## src/rtl/uart_hold_pkg.sv

```systemverilog
package uart_hold_pkg;
   // register addresses (low address bits)
   localparam int ADDR_DATA    = 0;
   localparam int ADDR_STAT    = 1;
   localparam int ADDR_SH_DATA = 2;
   localparam int ADDR_SH_STAT = 3;

   // status bit positions
   localparam int ST_READY   = 0;
   localparam int ST_OVERRUN = 1;
   localparam int ST_TXEMPTY = 2;

   typedef enum logic [2:0] {
      SEL_NONE,
      SEL_DATA,
      SEL_STAT,
      SEL_SH_DATA,
      SEL_SH_STAT
   } rd_sel_t;

   typedef struct packed {
      logic tx_empty;
      logic overrun;
      logic ready;
   } stat_t;
endpackage

```

## src/rtl/uart_hold_decode.sv

```systemverilog
module uart_hold_decode
   import uart_hold_pkg::*;
#(
   parameter int ADDR_W = 3
) (
   input  logic [ADDR_W-1:0] addr,
   input  logic              wr,
   input  logic              rd,
   output logic              wr_thr,
   output logic              rd_consume,
   output logic              rd_stat_clr,
   output rd_sel_t           sel
);
   localparam logic [ADDR_W-1:0] A_DATA = ADDR_W'(ADDR_DATA);
   localparam logic [ADDR_W-1:0] A_STAT = ADDR_W'(ADDR_STAT);
   localparam logic [ADDR_W-1:0] A_SHD  = ADDR_W'(ADDR_SH_DATA);
   localparam logic [ADDR_W-1:0] A_SHS  = ADDR_W'(ADDR_SH_STAT);

   always_comb begin
      if (addr == A_DATA)      sel = SEL_DATA;
      else if (addr == A_STAT) sel = SEL_STAT;
      else if (addr == A_SHD)  sel = SEL_SH_DATA;
      else if (addr == A_SHS)  sel = SEL_SH_STAT;
      else                     sel = SEL_NONE;
   end

   assign wr_thr      = wr && (sel == SEL_DATA);
   assign rd_consume  = rd && (sel == SEL_DATA);
   assign rd_stat_clr = rd && (sel == SEL_STAT);
endmodule

```

## src/rtl/uart_tx_hold.sv

```systemverilog
module uart_tx_hold #(
   parameter int DATA_W = 8
) (
   input  logic              clk,
   input  logic              rst,
   input  logic              wr_thr,
   input  logic [DATA_W-1:0] wdata,
   input  logic              tx_load,
   output logic              full,
   output logic [DATA_W-1:0] hold
);
   always_ff @(posedge clk) begin
      if (rst) begin
         full <= 1'b0;
         hold <= '0;
      end else if (wr_thr) begin
         // a new write wins over a same-cycle load and over a pending character
         full <= 1'b1;
         hold <= wdata;
      end else if (tx_load) begin
         full <= 1'b0;
      end
   end
endmodule

```

## src/rtl/uart_rx_hold.sv

```systemverilog
module uart_rx_hold #(
   parameter int DATA_W   = 8,
   parameter bit NINE_BIT = 1'b1,
   localparam int WORD_W  = DATA_W + 1
) (
   input  logic              clk,
   input  logic              rst,
   input  logic              rx_valid,
   input  logic [DATA_W-1:0] rx_data,
   input  logic              rx_bit9,
   input  logic              rd_consume,
   input  logic              rd_stat_clr,
   output logic [WORD_W-1:0] word,
   output logic              ready,
   output logic              overrun
);
   logic [DATA_W-1:0] data_q;
   logic              top_bit;

   always_ff @(posedge clk) begin
      if (rst) begin
         data_q  <= '0;
         ready   <= 1'b0;
         overrun <= 1'b0;
      end else begin
         if (rx_valid) begin
            data_q <= rx_data;
            ready  <= 1'b1;
         end else if (rd_consume) begin
            ready  <= 1'b0;
         end
         if (rx_valid && ready && !rd_consume) overrun <= 1'b1;
         else if (rd_stat_clr)                 overrun <= 1'b0;
      end
   end

   generate
      if (NINE_BIT) begin : g_nine
         logic bit9_q;
         always_ff @(posedge clk) begin
            if (rst)           bit9_q <= 1'b0;
            else if (rx_valid) bit9_q <= rx_bit9;
         end
         assign top_bit = bit9_q;
      end else begin : g_eight
         logic unused_bit9;
         assign unused_bit9 = rx_bit9;
         assign top_bit     = 1'b0;
      end
   endgenerate

   assign word = {top_bit, data_q};
endmodule

```

## src/rtl/uart_hold_rdmux.sv

```systemverilog
module uart_hold_rdmux
   import uart_hold_pkg::*;
#(
   parameter int BUS_W  = 32,
   parameter int WORD_W = 9
) (
   input  rd_sel_t           sel,
   input  logic [WORD_W-1:0] rx_word,
   input  stat_t             stat,
   output logic [BUS_W-1:0]  rdata
);
   always_comb begin
      rdata = '0;
      case (sel)
         SEL_DATA, SEL_SH_DATA: rdata[WORD_W-1:0] = rx_word;
         SEL_STAT, SEL_SH_STAT: begin
            rdata[ST_READY]   = stat.ready;
            rdata[ST_OVERRUN] = stat.overrun;
            rdata[ST_TXEMPTY] = stat.tx_empty;
         end
         default: rdata = '0;
      endcase
   end
endmodule

```

## src/rtl/uart_hold_regs.sv

```systemverilog
module uart_hold_regs
   import uart_hold_pkg::*;
#(
   parameter int BUS_W    = 32,
   parameter int ADDR_W   = 3,
   parameter int DATA_W   = 8,
   parameter bit NINE_BIT = 1'b1
) (
   input  logic              clk,
   input  logic              rst,
   input  logic [ADDR_W-1:0] bus_addr,
   input  logic              bus_wr,
   input  logic              bus_rd,
   input  logic [BUS_W-1:0]  bus_wdata,
   output logic [BUS_W-1:0]  bus_rdata,
   output logic              tx_valid,
   output logic [DATA_W-1:0] tx_data,
   input  logic              tx_load,
   input  logic              rx_valid,
   input  logic [DATA_W-1:0] rx_data,
   input  logic              rx_bit9
);
   localparam int WORD_W = DATA_W + 1;

   generate
      if (BUS_W < WORD_W || BUS_W < ST_TXEMPTY + 1) begin : g_bad_bus
         $error("uart_hold_regs: BUS_W too narrow");
      end
      if (ADDR_W < 2) begin : g_bad_addr
         $error("uart_hold_regs: ADDR_W must cover four registers");
      end
   endgenerate

   logic              wr_thr, rd_consume, rd_stat_clr;
   rd_sel_t           sel;
   logic              tx_full;
   logic              rx_ready, rx_overrun;
   logic [WORD_W-1:0] rx_word;
   stat_t             stat;
   logic              unused_wdata;

   assign unused_wdata = ^bus_wdata[BUS_W-1:DATA_W];

   uart_hold_decode #(.ADDR_W(ADDR_W)) u_dec (
      .addr(bus_addr), .wr(bus_wr), .rd(bus_rd),
      .wr_thr(wr_thr), .rd_consume(rd_consume),
      .rd_stat_clr(rd_stat_clr), .sel(sel)
   );

   uart_tx_hold #(.DATA_W(DATA_W)) u_tx (
      .clk(clk), .rst(rst), .wr_thr(wr_thr),
      .wdata(bus_wdata[DATA_W-1:0]), .tx_load(tx_load),
      .full(tx_full), .hold(tx_data)
   );

   uart_rx_hold #(.DATA_W(DATA_W), .NINE_BIT(NINE_BIT)) u_rx (
      .clk(clk), .rst(rst), .rx_valid(rx_valid), .rx_data(rx_data),
      .rx_bit9(rx_bit9), .rd_consume(rd_consume),
      .rd_stat_clr(rd_stat_clr), .word(rx_word),
      .ready(rx_ready), .overrun(rx_overrun)
   );

   assign stat.ready    = rx_ready;
   assign stat.overrun  = rx_overrun;
   assign stat.tx_empty = !tx_full;

   uart_hold_rdmux #(.BUS_W(BUS_W), .WORD_W(WORD_W)) u_mux (
      .sel(sel), .rx_word(rx_word), .stat(stat), .rdata(bus_rdata)
   );

   assign tx_valid = tx_full;
endmodule

```

## config.mk

```make
export PLATFORM = sky130hd
export DESIGN_NAME = uart_hold_regs
export DESIGN_NICKNAME = d
export VERILOG_FILES = /design/src/rtl/uart_hold_pkg.sv /design/src/rtl/uart_hold_decode.sv /design/src/rtl/uart_tx_hold.sv /design/src/rtl/uart_rx_hold.sv /design/src/rtl/uart_hold_rdmux.sv /design/src/rtl/uart_hold_regs.sv
export SDC_FILE = /design/constraint.sdc
export NUM_CORES = 1
export LEC_CHECK = 0
export BUFFER_PORTS_ARGS = -buffer_cell sky130_fd_sc_hd__buf_2
export CAP_MARGIN = 20
export CORE_MARGIN = 2
export CORE_UTILIZATION = 39
export CTS_BUF_LIST = sky130_fd_sc_hd__clkbuf_8
export DETAILED_ROUTE_END_ITERATION = 6
export PLACE_DENSITY = 0.87
export SLEW_MARGIN = 25
export SYNTH_ARGS = -nofsm -noshare
export SYNTH_HDL_FRONTEND = slang
export SYNTH_HIERARCHICAL = 1
export SYNTH_SLANG_ARGS = --single-unit
```

## constraint.sdc

```tcl
create_clock -name clk -period 1.6 [get_ports clk]
set_clock_uncertainty 0.2 [all_clocks]
set_input_delay 0.32 -clock clk [delete_from_list [all_inputs] [get_ports clk]]
set_output_delay 0.32 -clock clk [all_outputs]
set_load 0.005 [all_outputs]
```

==> results.py, run 1 <==
metrics = {
    "power_and_ir_drop": {
        "p_per_area_nw_per_um2": 876,
        "clkPwrFrac_pct": 41.8,
        "switching_share_pct": 21.3,
        "leakagePower_uw": 0.000691,
        "power_frac_seq_pct": 44.4,
        "p_int_uw": 941,
        "power_uw": 1200,
        "p_sw_uw": 255,
        "combPwrFrac_pct": 13.9,
        "ir_worst_vdd_mv": 0.784,
    },
    "timing": {
        "setup_ws_ps": -153,
        "maxSlewViolCount": 0,
        "period_needed_ps": 1750,
        "min_period_over_period_pct": 110,
        "setup_viol": 9,
        "hold_viol_final": 0,
        "max_freq_mhz": 570,
        "rsz0062_at_grt": "yes",
    },
    "clock_network": {
        "clkTransAtPathRegs_ps": 80,
        "cts_max_path_buffers": 2,
        "ctsHoldBuffers": 0,
        "cts_made_buffers": 3,
        "clock_latency_ps": 260,
        "cts.sinks": 20,
        "h-tree-depth": 1,
        "cts_root_buffer": "clkbuf_8",
        "cts_tree": "built",
    },
    "worst_setup_path": {
        "cp_cell_sequence": "buf_6, and3b_2, xor2_1, a32o_1, buf_2",
        "cpMaxStageDelayCell": "and3b_2",
        "cp.buffers_inverters": 2,
        "r2r_cells": 2,
        "cp.required_ps": 1080,
        "arrival_ps": 1230,
        "regToRegStartpoint": "u_rx/overrun",
        "crit_type": "in -> out",
        "cp-end-kind": "output pin",
        "crit_cells": 5,
        "critPathMaxFanout": 4,
        "crit_path_start": "bus_addr[2]",
        "crit_family": "simple AND/OR/NAND/NOR gates",
        "r2r_setup_slack_ps": 560,
        "max_stage_delay_ps": 260,
        "timing.rr.end": "u_rx/overrun",
        "start_kind": "input port",
        "critPathCapture": "bus_rdata[0]",
    },
    "layout": {
        "fin_util_pct": 54.1,
        "antenna_cells": 0,
        "drive_gt1_share_pct": 40.5,
        "syn_to_final_growth_pct": 29.7,
        "finalNetCount": 209,
        "num-fill-cells": 235,
        "stdcell_count": 188,
    },
    "status": {
        "failed_checks": "setup timing",
        "outcome": "finished, violations left",
    },
    "synth": {
        "syn_area_per_cell_sq_um": 9.48,
        "synth_edf_count": 0,
        "synth_cell_types": 22,
        "ys_ff_latch": 20,
        "seq_area_frac_synth_pct": 38.0,
        "synth-main-ff-cell": "dfxtp_1",
        "yosysTopAreaCell": "dfxtp_1",
        "syn_area_sq_um": 1050,
        "synthCells": 111,
        "synthTopCellsByArea": "dfxtp_1 (38%), buf_4 (17%), mux2i_1 (16%)",
        "synth_top_area_share_pct": 38.0,
        "yosysWarnings": 6,
        "async_flop_share_pct": 0,
    },
    "detailed_routing": {
        "route.detailed.drc": 0,
        "vias": 821,
        "drtIter0Drc": 7,
        "wl_per_cell_um": 10.8,
        "drtPass1Iterations": 4,
        "wirelength_mm": 2.03,
        "ant_nets": 0,
        "vias_per_cell": 4.37,
    },
    "die": {
        "die_w_um": 55.9,
        "core_sq_um": 2520,
        "ios": 91,
        "num_rows": 18,
        "fp.dieH_um": 55.9,
        "initial_core_util_pct": 41.7,
        "die_area_sq_um": 3130,
    },
    "place": {
        "dp_hpwl_mm": 1.50,
        "gp_congestion": 0.674,
        "place_inst": 183,
        "port_buffers": 43,
    },
    "grt": {
        "antenna_found_initial": 0,
        "grt_first_pass_wirelength_mm": 3.05,
        "grt_usage_pct": 12.2,
        "overflow": 0,
        "grt_start_max_net_pins": 13,
        "first_global_vias": 724,
    },
    "min_path": {
        "hold_path.class": "in -> reg",
    },
    "run": {
        "max_cap_viol_count": 0,
    },
}
==> stage by stage <==
step / worst slack (ps) / TNS (ps) / hold slack (ps) / area [sq um]
2_1_floorplan: 132 / 0 / 213 / 1130
3_3_place_gp: -149 / -1280 / 263 / 1220
3_5_place_dp: -159 / -1590 / 275 / 1220
4_1_cts: -155 / -1030 / 88.3 / 1320
5_1_grt: -176 / -1210 / 98.0 / 1370
6_report: -153 / -1030 / 93.5 / 1370
==> final cells by class <==
| cell class | instances | area (sq um) | area share (%) |
|---|---|---|---|
| clock buffer | 3 | 41.3 | 3.02 |
| clock inverter | 1 | 30.0 | 2.20 |
| inverter | 4 | 15.0 | 1.10 |
| multi-input combinational | 82 | 534 | 39.1 |
| sequential | 20 | 400 | 29.3 |
| tap | 30 | 37.5 | 2.75 |
| timing repair buffer | 48 | 307 | 22.5 |
==> routing by layer <==
layer | vias up | global-route usage, % | wire length, um | part of all wire, %
met5 | - | 0 | 0 | 0
met4 | 0 | 1.02 | 0 | 0
met3 | 0 | 4.42 | 181 | 8.9
met2 | 49 | 21.1 | 957 | 47
met1 | 359 | 15.3 | 891 | 44
li1 | 413 | - | - | -
==> layout by cell type, fill, tap and decap left out <==
cell type	count
bufinv_16	1
and4bb_2	1
nor4b_2	1
a21oi_1	2
and2_4	5
inv_2	1
and3b_2	1
xnor2_1	1
and2b_4	1
and2b_2	1
dfxtp_1	20
or3b_1	1
conb_1	23
and2_1	1
clkbuf_8	3
nor2_1	19
inv_1	3
buf_8	1
nand2b_1	2
nor4b_1	1
o31ai_2	1
a32o_1	3
buf_2	35
mux2i_1	17
xor2_1	1
buf_6	7
buf_4	5
==> state kept, by name (all words and copies together), names as in the netlist <==
register and cells:
u_rx/ready 1, u_rx/g_nine.bit9_q 1, u_rx/overrun 1, u_rx/data_q 8, u_tx/full 1, u_tx/hold 8
==> cell families after synthesis <==
logic type             synth area share [%]
AND/OR/NAND/NOR                        17.1
buffers and inverters                  21.6
flip-flops                             38.0
multiplexers                           16.2
AO/OA/AOI/OAI                          4.99
XOR/XNOR                               1.66
other                                 0.356
==> worst min-delay path by stage <==
stage,startpoint,end,slack [ps],depth (start not counted)
floorplan,rst,u_rx/overrun,210,1
global placement,u_rx/data_q[4],u_rx/data_q[4],260,2
detailed placement,u_rx/g_nine.bit9_q,u_rx/g_nine.bit9_q,270,2
CTS,bus_wdata[5],u_tx/hold[5],90,3
global route,bus_wdata[5],u_tx/hold[5],100,3
finish,bus_wdata[5],u_tx/hold[5],90,3
==> power groups by stage <==
stage	logic, uW	registers, uW	clock network, uW
global route	182	533	543
CTS	160	530	515
detailed placement	152	541	0
finish	166	530	499
floorplan	130	539	0
global placement	149	541	0
==> cell usage after synthesis (2+ instances only) <==
| master | instances |
|---|---|
| mux2i_1 | 17 |
| nand2b_1 | 2 |
| nor4b_1 | 2 |
| nor2_1 | 19 |
| a21oi_1 | 2 |
| inv_1 | 3 |
| buf_4 | 24 |
| buf_6 | 2 |
| and2_1 | 6 |
| a32o_1 | 3 |
| dfxtp_1 | 20 |
==> worst reg2reg max path, cell delays in order, from the launching register on <==
cell	delay (ps)
dfxtp_1	330
or3b_1	360
o31ai_2	60
==> what timing repair did <==
item,CTS,global route
gates cloned,1,0
endpoints found under the setup margin,9,9
buffers inserted,0,0
pin swaps,6,0
gates resized for setup,5,11
Note: power is estimated with default switching activity, not from simulation.
==> inputs of run 2 (changes only) <==
--- a/config.mk
+++ b/config.mk
@@ -8,10 +8,10 @@
 export BUFFER_PORTS_ARGS = -buffer_cell sky130_fd_sc_hd__buf_2
 export CAP_MARGIN = 20
 export CORE_MARGIN = 2
-export CORE_UTILIZATION = 39
+export CORE_UTILIZATION = 35
 export CTS_BUF_LIST = sky130_fd_sc_hd__clkbuf_8
 export DETAILED_ROUTE_END_ITERATION = 6
-export PLACE_DENSITY = 0.87
+export PLACE_DENSITY = 0.83
 export SLEW_MARGIN = 25
 export SYNTH_ARGS = -nofsm -noshare
 export SYNTH_HDL_FRONTEND = slang
==> constraint.sdc (replaced) <==
create_clock -name clk -period 1.41 [get_ports clk]
set_clock_uncertainty 0.2 [all_clocks]
set_input_delay 0.282 -clock clk [delete_from_list [all_inputs] [get_ports clk]]
set_output_delay 0.282 -clock clk [all_outputs]
set_load 0.005 [all_outputs]
==> run 2 against run 1 <==
- the run ends with DRC, setup timing left
- design area fell by 1.7%
- combinational power is 12% higher
- global-route usage down 0.77 points
- sequential share of layout area increased by 0.52 points
- flip-flop and latch count unchanged
- critical path type unchanged
- largest cell class unchanged
- highest routed layer unchanged
==> results.py, run 2 (synthesis results as in run 1) <==
metrics = {
    "clock_network": {
        "clock_latency_ps": 250,
        "cts_max_path_buffers": 2,
        "cts_made_buffers": 3,
        "clkTransAtPathRegs_ps": 80,
        "postCtsSetupBuffers": 0,
        "cts_root_buffer": "clkbuf_8",
        "cts.sinks": 20,
        "h-tree-depth": 1,
        "cts_tree": "built",
    },
    "layout": {
        "syn_to_final_growth_pct": 27.5,
        "reg.largest.list": "u_rx/data_q x8, u_tx/hold x8",
        "final_common_cell": "buf_2",
        "drive_gt1_share_pct": 39.2,
        "most-common-layout-cells": "buf_2 (39), conb_1 (23), dfxtp_1 (20), nor2_1 (18), mux2i_1 (17)",
        "fin_util_pct": 47.8,
        "finalNetCount": 209,
        "antenna_cells": 0,
    },
    "timing": {
        "maxSlewViolCount": 0,
        "hold_viol_final": 0,
        "rsz0062_at_grt": "yes",
        "setup_ws_ps": -263,
        "period_needed_ps": 1670,
        "min_period_over_period_pct": 119,
        "setup_viol": 9,
        "tns_ps": -2000,
        "max_freq_mhz": 598,
    },
    "grt": {
        "grt_first_pass_wirelength_mm": 3.10,
        "antenna_found_initial": 0,
        "overflow": 0,
        "grt_usage_pct": 11.5,
        "grt_start_max_net_pins": 13,
        "first_global_vias": 762,
    },
    "power_and_ir_drop": {
        "power_frac_seq_pct": 44.4,
        "p_sw_uw": 289,
        "clkPwrFrac_pct": 41.8,
        "leakagePower_uw": 0.000688,
        "combPwrFrac_pct": 13.8,
        "p_per_area_nw_per_um2": 1010,
        "ir_worst_vdd_mv": 0.732,
        "switching_share_pct": 21.4,
        "p_int_uw": 1060,
    },
    "die": {
        "die_area_sq_um": 3460,
        "num_rows": 19,
        "fp.dieH_um": 58.8,
        "die_w_um": 58.8,
        "ios": 91,
        "initial_core_util_pct": 37.5,
        "core_sq_um": 2810,
    },
    "detailed_routing": {
        "drtPass1Iterations": 6,
        "vias": 832,
        "wirelength_mm": 2.09,
        "vias_per_cell": 4.40,
        "drtIter0Drc": 26,
        "wl_per_cell_um": 11.1,
        "ant_nets": 0,
        "route.detailed.drc": 6,
    },
    "status": {
        "outcome": "finished, violations left",
        "failed_checks": "DRC, setup timing",
    },
    "worst_setup_path": {
        "max_stage_delay_ps": 260,
        "cpMaxStageDelayCell": "and3b_2",
        "cp_cell_sequence": "buf_6, and3b_2, xor2_1, a32o_1, buf_2",
        "critPathMaxFanout": 3,
        "cp.buffers_inverters": 2,
        "start_kind": "input port",
        "arrival_ps": 1190,
        "crit_type": "in -> out",
        "r2r_setup_slack_ps": 370,
        "cp.required_ps": 930,
        "crit_family": "simple AND/OR/NAND/NOR gates",
        "cp-end-kind": "output pin",
    },
    "place": {
        "port_buffers": 43,
        "dp_hpwl_mm": 1.56,
        "post-place-ws_ps": -261,
        "gp_congestion": 0.658,
    },
    "run": {
        "max_cap_viol_count": 0,
    },
    "min_path": {
        "hold_path.class": "in -> reg",
    },
}
## run 2: cell counts in the layout (fill, tap and decap cells not counted)
Identical to the previous run, type by type.
## run 2: final timing paths
check                               startpoint             end  depth (start not counted)
worst min register to register  u_rx/data_q[7]  u_rx/data_q[7]                          2
worst max-delay path               bus_addr[2]    bus_rdata[2]                          5
worst min-delay path                rx_data[7]  u_rx/data_q[7]                          3
worst max register to register    u_rx/overrun    u_rx/overrun                          2
## run 2: power groups by stage
stage / combinational (uW) / sequential, uW / clock (uW)
6_report: 186 / 601 / 566
5_1_grt: 207 / 605 / 605
4_1_cts: 183 / 602 / 578
3_5_place_dp: 172 / 614 / 0
3_3_place_gp: 169 / 614 / 0
2_1_floorplan: 148 / 612 / 0
## run 2: layer usage
metal	track usage (%)	up-vias	share of wire [%]
met5	0	-	0
met4	0.974	0	0
met3	4.18	0	11
met2	20.5	47	49
met1	13.6	375	40
li1	-	410	-
## run 2: layout make-up
class                      count  area (sq um)
fill                         281          1460
multi-input combinational     82           534
sequential                    20           400
timing repair buffer          48           282
clock buffer                   3          41.3
tap                           31          38.8
clock inverter                 1          30.0
inverter                       4          15.0
## run 2: repair_timing
| item | 4_1_cts | 5_1_grt |
|---|---|---|
| endpoints found under the setup margin | 9 | 9 |
| hold endpoints to repair | 0 | 0 |
| pin swaps | 4 | 8 |
| gates resized for setup | 9 | 2 |
| gates cloned | 0 | 1 |
| hold buffers | 0 | 0 |
## run 2: worst min-delay path: cells and delay by family
family,cells,cell delay [ps]
buffers and inverters,1,70
multiplexers,1,50
AND/OR/NAND/NOR,1,70
## run 2: per-stage QoR
| stage | instances | hold slack, ps | area [sq um] | total power, uW |
|---|---|---|---|---|
| 5_1_grt | 189 | 61.7 | 1340 | 1420 |
| 4_1_cts | 188 | 56.6 | 1330 | 1360 |
| 3_5_place_dp | 184 | 275 | 1220 | 787 |
| 6_report | 189 | 59.5 | 1340 | 1350 |
| 3_3_place_gp | 184 | 263 | 1220 | 783 |
| 2_1_floorplan | 133 | 175 | 1130 | 760 |
